File: src/rtl/hash_ctl_pkg.sv
package hash_ctl_pkg;
  typedef enum logic [2:0] {
    ALG_MD5        = 3'd0,
    ALG_SHA1       = 3'd1,
    ALG_SHA224     = 3'd2,
    ALG_SHA256     = 3'd3,
    ALG_SHA512     = 3'd4,
    ALG_SHA384     = 3'd5,
    ALG_SHA512_256 = 3'd6
  } hash_alg_e;

  localparam int unsigned OFF_CRYPT  = 'h10;
  localparam int unsigned OFF_STATUS = 'h1C;
  localparam int unsigned OFF_SRC    = 'h20;
  localparam int unsigned OFF_DST    = 'h24;
  localparam int unsigned OFF_LEN    = 'h2C;
  localparam int unsigned OFF_CMD    = 'h30;

  localparam int unsigned CMD_IRQEN_BIT  = 9;
  localparam int unsigned CMD_SG_BIT     = 18;
  localparam int unsigned STAT_DONE_BIT  = 9;
  localparam int unsigned STAT_BUSY_BIT  = 0;
endpackage

File: src/rtl/hash_alg_decode.sv
module hash_alg_decode
  import hash_ctl_pkg::*;
(
  input  logic [2:0] family_i,
  input  logic [2:0] variant_i,
  output logic       ok_o,
  output hash_alg_e  alg_o
);
  always_comb begin
    ok_o  = 1'b1;
    alg_o = ALG_MD5;
    case ({variant_i, family_i})
      6'b000_000: alg_o = ALG_MD5;
      6'b000_010: alg_o = ALG_SHA1;
      6'b000_100: alg_o = ALG_SHA224;
      6'b000_101: alg_o = ALG_SHA256;
      6'b000_110: alg_o = ALG_SHA512;
      6'b001_110: alg_o = ALG_SHA384;
      6'b010_110: alg_o = ALG_SHA512_256;
      default:    ok_o  = 1'b0;
    endcase
  end
endmodule

File: src/rtl/hash_reg_file.sv
module hash_reg_file #(
  parameter int unsigned DATA_W   = 32,
  parameter logic [DATA_W-1:0] SRC_MASK = 32'h7FFF_FFFF,
  parameter logic [DATA_W-1:0] DST_MASK = 32'h7FFF_FFF8,
  parameter logic [DATA_W-1:0] LEN_MASK = 32'h0FFF_FFFF,
  parameter logic [DATA_W-1:0] CMD_MASK = 32'h0014_7FFF
) (
  input  logic              clk,
  input  logic              rst_n,
  input  logic [DATA_W-1:0] wdata_i,
  input  logic              we_src_i,
  input  logic              we_dst_i,
  input  logic              we_len_i,
  input  logic              we_cmd_i,
  input  logic              we_crypt_i,
  output logic [DATA_W-1:0] src_o,
  output logic [DATA_W-1:0] dst_o,
  output logic [DATA_W-1:0] len_o,
  output logic [DATA_W-1:0] cmd_o,
  output logic [DATA_W-1:0] crypt_o
);
  logic [DATA_W-1:0] src_d, dst_d, len_d, cmd_d, crypt_d;

  always_comb begin
    src_d   = we_src_i   ? (wdata_i & SRC_MASK) : src_o;
    dst_d   = we_dst_i   ? (wdata_i & DST_MASK) : dst_o;
    len_d   = we_len_i   ? (wdata_i & LEN_MASK) : len_o;
    cmd_d   = we_cmd_i   ? (wdata_i & CMD_MASK) : cmd_o;
    crypt_d = we_crypt_i ? wdata_i              : crypt_o;
  end

  always_ff @(posedge clk or negedge rst_n) begin
    if (!rst_n) begin
      src_o   <= '0;
      dst_o   <= '0;
      len_o   <= '0;
      cmd_o   <= '0;
      crypt_o <= '0;
    end else begin
      src_o   <= src_d;
      dst_o   <= dst_d;
      len_o   <= len_d;
      cmd_o   <= cmd_d;
      crypt_o <= crypt_d;
    end
  end

  AST_DST_ALIGNED: assert property (@(posedge clk) disable iff (!rst_n)
    dst_o[2:0] == 3'b000);
endmodule

File: src/rtl/hash_job_ctrl.sv
module hash_job_ctrl
  import hash_ctl_pkg::*;
(
  input  logic      clk,
  input  logic      rst_n,
  input  logic      cmd_wr_i,
  input  logic      alg_ok_i,
  input  hash_alg_e alg_i,
  input  logic      sg_i,
  input  logic      irq_en_i,
  input  logic      done_i,
  input  logic      clr_i,
  output logic      start_o,
  output hash_alg_e alg_o,
  output logic      sg_o,
  output logic      busy_o,
  output logic      done_flag_o,
  output logic      irq_o
);
  logic start_d, busy_d, flag_d, irq_d, irq_en_q, irq_en_d, finish;
  hash_alg_e alg_d;
  logic sg_d;

  always_comb begin
    finish   = done_i && busy_o;
    start_d  = cmd_wr_i && alg_ok_i && !busy_o;
    alg_d    = start_d ? alg_i : alg_o;
    sg_d     = start_d ? sg_i : sg_o;
    irq_en_d = start_d ? irq_en_i : irq_en_q;
    busy_d   = busy_o;
    if (start_d)     busy_d = 1'b1;
    else if (finish) busy_d = 1'b0;
    flag_d = done_flag_o;
    if (finish)     flag_d = 1'b1;
    else if (clr_i) flag_d = 1'b0;
    irq_d = irq_o;
    if (finish && irq_en_q) irq_d = 1'b1;
    else if (clr_i)         irq_d = 1'b0;
  end

  always_ff @(posedge clk or negedge rst_n) begin
    if (!rst_n) begin
      start_o     <= 1'b0;
      alg_o       <= ALG_MD5;
      sg_o        <= 1'b0;
      irq_en_q    <= 1'b0;
      busy_o      <= 1'b0;
      done_flag_o <= 1'b0;
      irq_o       <= 1'b0;
    end else begin
      start_o     <= start_d;
      alg_o       <= alg_d;
      sg_o        <= sg_d;
      irq_en_q    <= irq_en_d;
      busy_o      <= busy_d;
      done_flag_o <= flag_d;
      irq_o       <= irq_d;
    end
  end

  AST_START_SINGLE: assert property (@(posedge clk) disable iff (!rst_n)
    start_o |=> !start_o);
  AST_BUSY_BLOCKS_START: assert property (@(posedge clk) disable iff (!rst_n)
    (busy_o && cmd_wr_i) |=> !start_o);
  AST_IDLE_DONE_IGNORED: assert property (@(posedge clk) disable iff (!rst_n)
    (done_i && !busy_o && !done_flag_o) |=> !done_flag_o);
  AST_IRQ_NEEDS_STATUS: assert property (@(posedge clk) disable iff (!rst_n)
    irq_o |-> done_flag_o);
  AST_CLEAR_DROPS_IRQ: assert property (@(posedge clk) disable iff (!rst_n)
    (clr_i && !(done_i && busy_o)) |=> (!irq_o && !done_flag_o));
endmodule

File: src/rtl/hash_ctl_front.sv
module hash_ctl_front
  import hash_ctl_pkg::*;
#(
  parameter int unsigned ADDR_W = 12,
  parameter int unsigned DATA_W = 32
) (
  input  logic              clk,
  input  logic              rst_n,
  input  logic              req_valid,
  output logic              req_ready,
  input  logic              req_write,
  input  logic [ADDR_W-1:0] req_addr,
  input  logic [DATA_W-1:0] req_wdata,
  output logic              rsp_valid,
  output logic [DATA_W-1:0] rsp_rdata,
  output logic              job_start,
  output logic [2:0]        job_alg,
  output logic              job_sg,
  output logic [DATA_W-1:0] job_src,
  output logic [DATA_W-1:0] job_dst,
  output logic [DATA_W-1:0] job_len,
  input  logic              job_done,
  output logic              irq
);
  localparam logic [ADDR_W-1:0] A_CRYPT  = ADDR_W'(OFF_CRYPT);
  localparam logic [ADDR_W-1:0] A_STATUS = ADDR_W'(OFF_STATUS);
  localparam logic [ADDR_W-1:0] A_SRC    = ADDR_W'(OFF_SRC);
  localparam logic [ADDR_W-1:0] A_DST    = ADDR_W'(OFF_DST);
  localparam logic [ADDR_W-1:0] A_LEN    = ADDR_W'(OFF_LEN);
  localparam logic [ADDR_W-1:0] A_CMD    = ADDR_W'(OFF_CMD);

  logic wr, rd;
  logic [DATA_W-1:0] cmd_q, crypt_q, status_w, rdata_d;
  logic alg_ok, busy, done_flag, stat_clr;
  hash_alg_e alg_dec, alg_q;

  assign req_ready = 1'b1;
  assign wr = req_valid && req_write;
  assign rd = req_valid && !req_write;
  assign stat_clr = wr && (req_addr == A_STATUS) && req_wdata[STAT_DONE_BIT];

  hash_reg_file #(.DATA_W(DATA_W)) u_regs (
    .clk        (clk),
    .rst_n      (rst_n),
    .wdata_i    (req_wdata),
    .we_src_i   (wr && (req_addr == A_SRC)),
    .we_dst_i   (wr && (req_addr == A_DST)),
    .we_len_i   (wr && (req_addr == A_LEN)),
    .we_cmd_i   (wr && (req_addr == A_CMD)),
    .we_crypt_i (wr && (req_addr == A_CRYPT)),
    .src_o      (job_src),
    .dst_o      (job_dst),
    .len_o      (job_len),
    .cmd_o      (cmd_q),
    .crypt_o    (crypt_q)
  );

  hash_alg_decode u_dec (
    .family_i  (req_wdata[6:4]),
    .variant_i (req_wdata[12:10]),
    .ok_o      (alg_ok),
    .alg_o     (alg_dec)
  );

  hash_job_ctrl u_job (
    .clk         (clk),
    .rst_n       (rst_n),
    .cmd_wr_i    (wr && (req_addr == A_CMD)),
    .alg_ok_i    (alg_ok),
    .alg_i       (alg_dec),
    .sg_i        (req_wdata[CMD_SG_BIT]),
    .irq_en_i    (req_wdata[CMD_IRQEN_BIT]),
    .done_i      (job_done),
    .clr_i       (stat_clr),
    .start_o     (job_start),
    .alg_o       (alg_q),
    .sg_o        (job_sg),
    .busy_o      (busy),
    .done_flag_o (done_flag),
    .irq_o       (irq)
  );

  assign job_alg = alg_q;

  always_comb begin
    status_w = '0;
    status_w[STAT_DONE_BIT] = done_flag;
    status_w[STAT_BUSY_BIT] = busy;
    case (req_addr)
      A_CRYPT:  rdata_d = crypt_q;
      A_STATUS: rdata_d = status_w;
      A_SRC:    rdata_d = job_src;
      A_DST:    rdata_d = job_dst;
      A_LEN:    rdata_d = job_len;
      A_CMD:    rdata_d = cmd_q;
      default:  rdata_d = '0;
    endcase
  end

  always_ff @(posedge clk or negedge rst_n) begin
    if (!rst_n) begin
      rsp_valid <= 1'b0;
      rsp_rdata <= '0;
    end else begin
      rsp_valid <= rd;
      if (rd) rsp_rdata <= rdata_d;
    end
  end

  AST_RSP_AFTER_READ: assert property (@(posedge clk) disable iff (!rst_n)
    rsp_valid |-> $past(req_valid && !req_write));
  AST_START_AFTER_CMD: assert property (@(posedge clk) disable iff (!rst_n)
    job_start |-> $past(wr && (req_addr == A_CMD)));
endmodule

File: config.mk
export PLATFORM = sky130hd
export DESIGN_NAME = hash_ctl_front
export DESIGN_NICKNAME = d
export VERILOG_FILES = /design/src/rtl/hash_ctl_pkg.sv /design/src/rtl/hash_alg_decode.sv /design/src/rtl/hash_reg_file.sv /design/src/rtl/hash_job_ctrl.sv /design/src/rtl/hash_ctl_front.sv
export SDC_FILE = /design/constraint.sdc
export NUM_CORES = 1
export LEC_CHECK = 0
export BUFFER_PORTS_ARGS = -buffer_cell sky130_fd_sc_hd__buf_4
export CORE_MARGIN = 2
export CORE_UTILIZATION = 49
export DETAILED_ROUTE_END_ITERATION = 6
export HOLD_SLACK_MARGIN = 0.12
export PLACE_DENSITY = 0.73
export SLEW_MARGIN = 20
export SYNTH_ARGS = -nofsm -noshare
export SYNTH_HDL_FRONTEND = slang
export SYNTH_HIERARCHICAL = 1
export SYNTH_SLANG_ARGS = --single-unit
File: constraint.sdc
create_clock -name clk -period 2.35 [get_ports clk]
set_input_delay 0.47 -clock clk [delete_from_list [all_inputs] [get_ports clk]]
set_output_delay 0.47 -clock clk [all_outputs]
set_load 0.005 [all_outputs]
==> results_dict.tcl, run 1 <==
set metrics [dict create \
    endpoint_kind "flop" \
    cp.required_ns 2.67 \
    finalCriticalPeriod_ns 2.10 \
    syn2layout_area_growth_pct 25.7 \
    multi_input_area_um2 3860 \
    status "finished clean" \
    ys_seq_area_share_pct 50.6 \
    max_stage_delay_ns 0.54 \
    grt_pass1_vias 6471 \
    cp_top_family "simple AND/OR/NAND/NOR gates" \
    vias 6096 \
    cts_max_level 4 \
    dieArea_um2 19100 \
    vias_per_cell 5.69 \
    synth_warnings 6 \
    yosysTopAreaCellShare_pct 50.6 \
    pwr-share-comb_pct 5.4 \
    track_usage_pct 24.4 \
    routed_wl_mm 23.1 \
    ios 185 \
    fp.dieH_um 138 \
    insertion_delay_ns 0.44 \
    power_uw 6570 \
    hold_path.class "in -> reg" \
    cts_tree "yes" \
    clock_sinks 178 \
    cp_num_buf_inv 2 \
    initial_core_util_pct 49.5 \
    drtAntennaViolNets 0 \
    syn_area_um2 8800 \
    drc_errors 0 \
    drive_above_1_share_pct 50.1 \
    yosys-top-cells-count "178 x dfrtp_1, 85 x mux2_4, 58 x mux2_2, 32 x a21oi_1, 28 x nand3b_1" \
    ir_drop_mv 0.532 \
    yosysUniqueCellTypes 48 \
    routabilityCongestion 0.888 \
    crit_path_max_fanout 27 \
    grt_max_degree 59 \
    cts_resized 0 \
    max_freq_ghz 0.477 \
    ys_ff_latch 178 \
    cts.path.max_buffers 2 \
    cp.arrival_ns 2.42 \
    grt_pass1_wl_mm 36.8 \
    swShare_pct 23.3 \
    synth_flop_cell "dfrtp_1" \
    io_buffers 174 \
    synth_edf_count 0 \
    final.setup_skew_ns 0.00626 \
    num-fill-cells 1358 \
    drt_iter0_markers 450 \
    worstMarginPinSlew_ns 0.671 \
    syn_avg_cell_area_um2 13.6 \
    synth_area_leaders "dfrtp_1 51%, mux2_4 14%, mux2_2 7.4%, nand3b_1 2.4%, buf_4 2.2%" \
    power_frac_seq_pct 46.7 \
    relSlewSlack_pct 55.3 \
    finalCritPeriodShare_pct 89.3 \
    intPower_uw 5040 \
    antenna_found_initial 0 \
    fp.coreArea_um2 17800 \
    rows 49 \
    yosysMostFrequentCell "dfrtp_1" \
    setup_viol 0 \
    crit_path_top_delay_cell "or4_4" \
    overflow 0 \
    antenna_cells 0 \
    synthCells 646 \
    criticalPathCategory "in -> reg" \
    final_hold_viol_count 0 \
    wl_per_cell_um 21.5 \
    seqCellArea_um2 4450 \
    clkTransAtPathRegs_ns 0.07 \
    cap_violations 0 \
    finalMaxSlewViolations 0 \
    nets 879 \
    final_util_pct 62.3 \
    power_density_nw_per_um2 594 \
    dr.pass1.iters 6 \
    grt_setup_unrepaired "false" \
    hpwl_mm 15.3 \
    yosysTopAreaCell "dfrtp_1" \
    die_w_um 138 \
    cts_root_buf "clkbuf_16" \
    switchingPower_uw 1530 \
    synth-async-reset-ratio_pct 100 \
    p_leak_uw 0.00544 \
    critPathLaunchType "primary input" \
    cts_made_buffers 17 \
    crit_chain "buf_4, or4_4, nor2_2, nand3_2, nor3_2, buf_12, mux2_2" \
    p_clk_share_pct 47.9 \
]
[metrics by stage]
step / setup WS (ns) / area [um2] / TNS (ns) / hold slack (ns) / std cells
2_1_floorplan: 0.000322 / 8940 / 0 / 0.174 / 669
3_3_place_gp: -0.167 / 10400 / -13.77 / 0.454 / 1039
3_5_place_dp: -0.193 / 10400 / -16.64 / 0.459 / 1039
4_1_cts: 0.268 / 11100 / 0 / 0.238 / 1072
5_1_grt: 0.180 / 11100 / 0 / 0.255 / 1072
6_report: 0.252 / 11100 / 0 / 0.255 / 1072
[flip-flops by register name, summed over array words and instances (netlist names)]
signal	cells
rsp_rdata	32
rsp_valid	1
u_job/alg_o	3
u_job/busy_o	1
u_job/done_flag_o	1
u_job/irq_en_q	1
u_job/irq_o	1
u_job/sg_o	1
u_job/start_o	1
u_regs/cmd_o	17
u_regs/crypt_o	32
u_regs/dst_o	28
u_regs/len_o	28
u_regs/src_o	31
[area by class of cell]
class | count | area share [%]
tap | 229 | 2.59
inverter | 7 | 0.237
clock inverter | 14 | 1.97
clock buffer | 18 | 3.97
timing repair buffer | 212 | 16.1
sequential | 178 | 40.2
multi-input combinational | 414 | 34.9
[power groups by stage]
stage,logic (uW),clock network (uW),registers [uW]
after global placement,338,0,3130
after detailed placement,348,0,3130
after CTS,350,3180,3070
final,352,3150,3070
after global routing,384,3310,3070
after floorplan,161,0,3130
[worst paths after layout]
path | start | endpoint | slack (ns) | cells after the start
max in group asynchronous | rst_n | rsp_rdata[6] | 1.01 | 3
min in group asynchronous | rst_n | u_job/sg_o | 0.56 | 2
hold reg to reg | rsp_rdata[17] | rsp_rdata[17] | 0.49 | 2
setup reg to reg | u_regs/src_o[3] | rsp_rdata[3] | 1.00 | 4
hold / removal | job_done | u_job/busy_o | 0.25 | 2
setup / recovery | req_addr[7] | u_regs/dst_o[3] | 0.25 | 7
[placed cells by master (no fill, tap or decap), drive strengths merged, types with 2 or more instances in the layout]
cell | netlist | layout
mux2i | 18 | 18
nand3 | 4 | 4
nor2 | 6 | 6
or2 | 2 | 2
mux2 | 143 | 143
a21oi | 32 | 32
o21ai | 21 | 21
nand2b | 5 | 5
nand3b | 29 | 29
and4bb | 2 | 2
clkbuf | 21 | 18
dfrtp | 178 | 178
or4 | 2 | 2
buf | 49 | 211
clkinvlp | 0 | 2
a21boi | 2 | 2
clkinv | 0 | 2
nand2 | 24 | 24
or3 | 2 | 2
a221o | 28 | 28
nor3 | 6 | 6
a221oi | 18 | 18
inv | 7 | 13
nor4 | 5 | 5
conb | 2 | 25
bufinv | 0 | 4
a211oi | 18 | 18
a31oi | 2 | 2
and2 | 15 | 15
[timing repair]
action | 4_1_cts | 5_1_grt
hold buffers | 1 | 0
buffers inserted | 0 | 0
hold endpoints to repair | 47 | 0
[cells by family (layout without fill, tap and decap cells)]
family          Yosys count  in the layout  share of synthesized area [%]
mux                     161            161                           24.0
simple gates            106            106                           8.04
other cells               2             25                         0.0853
flops                   178            178                           50.6
compound gates          122            122                           10.2
buf+inv                  77            251                           7.16
[per-layer routing]
metal	global-route usage (%)	part of all wire, %
met1	31.8	42
met2	40.7	49
met3	6.13	6.8
met4	7.09	1.5
met5	0	0
Note: power is estimated with default switching activity, not from simulation.
==> run 2: changes to the inputs <==
Settings changed: PLACE_DENSITY 0.73 to 0.71.
==> run 2 against run 1 <==
Net effect: count of clock-buffer cells in the layout grew 2; sequential power is essentially flat; critical endpoint is now u_regs/dst_o[30]; clock skew grew 0.00090 ns; combinational power is essentially flat; final area is essentially flat; first-iteration DRC count grew 0.44%; register-to-register slack is essentially flat; sequential share of layout area is essentially flat; largest cell class unchanged; power shrank 5.0%; highest routed layer unchanged; cell count grew 0.37%.
==> results_dict.tcl, run 2 (synthesized netlist as in run 1, its figures left out) <==
set metrics [dict create \
    status "finished clean" \
    crit_path_top_delay_cell "or4_4" \
    vias 6088 \
    crit_path_max_fanout 24 \
    finalCritPeriodShare_pct 92.3 \
    cts_max_level 4 \
    postCtsSetupRepairBufs 0 \
    p_leak_uw 0.00543 \
    critPathLaunchType "primary input" \
    cts_root_buf "clkbuf_16" \
    drive_above_1_share_pct 50.2 \
    clkTransAtPathRegs_ns 0.07 \
    r2r_start "u_regs/src_o[19]" \
    setup_slack_ns 0.182 \
    final_hold_viol_count 0 \
    layout_common_cells "196 x buf_4, 178 x dfrtp_1, 85 x mux2_4" \
    placed_area_um2 10500 \
    insertion_delay_ns 0.42 \
    crit_chain "buf_4, or4_4, nor2_2, nand3_2, nor3_2, buf_12, mux2_2" \
    power_density_nw_per_um2 564 \
    dp_slack_ns -0.239 \
    syn2layout_area_growth_pct 25.7 \
    routed_wl_mm 22.5 \
    grt_pass1_wl_mm 35.9 \
    nets 883 \
    fin_area_um2 11100 \
    r2r-end "rsp_rdata[19]" \
    cap_violations 0 \
    cp_top_family "simple AND/OR/NAND/NOR gates" \
    overflow 0 \
    cts_made_buffers 17 \
    wl_per_cell_um 20.9 \
    finalCriticalPeriod_ns 2.17 \
    finalMaxSlewViolations 0 \
    track_usage_pct 23.8 \
    cp_num_buf_inv 2 \
    worstHoldEndpoint "u_job/busy_o" \
    grt_pass1_vias 6231 \
    setup_viol 0 \
    fp.dieH_um 138 \
    cts_tree "yes" \
    hold_path.class "in -> reg" \
    clock_sinks 178 \
    cts_resized 0 \
    dieArea_um2 19100 \
    hpwl_mm 15.3 \
    cts.path.max_buffers 2 \
    routabilityCongestion 0.896 \
    cp.arrival_ns 2.47 \
    grt_setup_unrepaired "false" \
    max_freq_ghz 0.461 \
    ctsHoldBuffers 1 \
    antenna_found_initial 0 \
    rows 49 \
    drtAntennaViolNets 0 \
    drt_iter0_markers 452 \
    relSlewSlack_pct 65.0 \
    endpoint_kind "flop" \
    worstMarginPinSlew_ns 0.524 \
    hp-start "job_done" \
    final.setup_skew_ns 0.00716 \
    criticalPathCategory "in -> reg" \
    dr.pass1.iters 4 \
    vias_per_cell 5.66 \
    top_regs "rsp_rdata (32), u_regs/crypt_o (32), u_regs/src_o (31)" \
    rrSetupSlack_ns 1.01 \
    ios 185 \
    ir_drop_mv 0.515 \
    initial_core_util_pct 49.5 \
    min_path_cells 2 \
    io_buffers 174 \
    cp.required_ns 2.65 \
    fp.coreArea_um2 17800 \
    mostFrequentLayoutCell "buf_4" \
    antenna_cells 0 \
    drc_errors 0 \
    grt_max_degree 54 \
    r2r_cells 4 \
    die_w_um 138 \
    max_stage_delay_ns 0.54 \
]
==> run 2: cell types whose count changed in the layout (fill, tap and decap cells not counted), moves of 2 or more <==
| cell | change |
|---|---|
| buf_12 | +3 |
| clkinv_2 | +3 |
| inv_6 | -3 |
| bufinv_16 | -2 |
| clkinvlp_4 | +2 |
| inv_8 | -2 |
==> run 2: cell type report <==
cell class,instances,area (um2)
fillers,1362,6710
flip-flops and latches,178,4450
multi-input cells,414,3860
repair buffers,216,1850
clock buffers,20,457
well taps,229,287
clock inverters,12,131
inverters,7,26.3
==> run 2: worst register-to-register path: stages (launching register included) <==
cell,delay [ns]
dfrtp_1,0.41
nand3b_1,0.10
a21oi_1,0.07
a221o_1,0.29
a221o_2,0.37
==> run 2: worst max path at each step <==
stage | from | to | slack (ns) | cells after the start
finish | req_addr[7] | u_regs/dst_o[30] | 0.18 | 7
global route | req_addr[7] | u_regs/dst_o[7] | 0.11 | 7
CTS | req_addr[7] | u_regs/dst_o[7] | 0.19 | 7
detailed placement | req_addr[7] | u_regs/dst_o[30] | -0.24 | 7
global placement | req_addr[7] | u_regs/dst_o[5] | -0.19 | 7
floorplan | req_addr[2] | u_regs/src_o[0] | 0.0003 | 7
==> run 2: power breakdown <==
| part | switching (uW) | internal (uW) |
|---|---|---|
| Sequential | 5.22 | 3070 |
| Combinational | 223 | 128 |
| Clock | 1190 | 1620 |
==> run 2: routing by layer <==
layer / up-vias / global-route usage (%) / share of wire (%)
li1: 2725 / - / -
met5: - / 0 / 0
met1: 3134 / 32.6 / 44
met2: 206 / 38.5 / 49
met3: 23 / 5.44 / 5.9
met4: 0 / 6.55 / 1.4
==> run 2: stage by stage <==
| stage | TNS (ns) | hold slack (ns) | util [%] | cells | power [uW] |
|---|---|---|---|---|---|
| 2_1_floorplan | 0 | 0.174 | - | 669 | 3290 |
| 4_1_cts | 0 | 0.248 | 62.2 | 1076 | 6300 |
| 3_5_place_dp | -21.19 | 0.469 | 58.9 | 1043 | 3480 |
| 3_3_place_gp | -15.78 | 0.463 | 58.9 | 1043 | 3470 |
| 6_report | 0 | 0.263 | 62.2 | 1076 | 6240 |
| 5_1_grt | 0 | 0.257 | 62.2 | 1076 | 6460 |
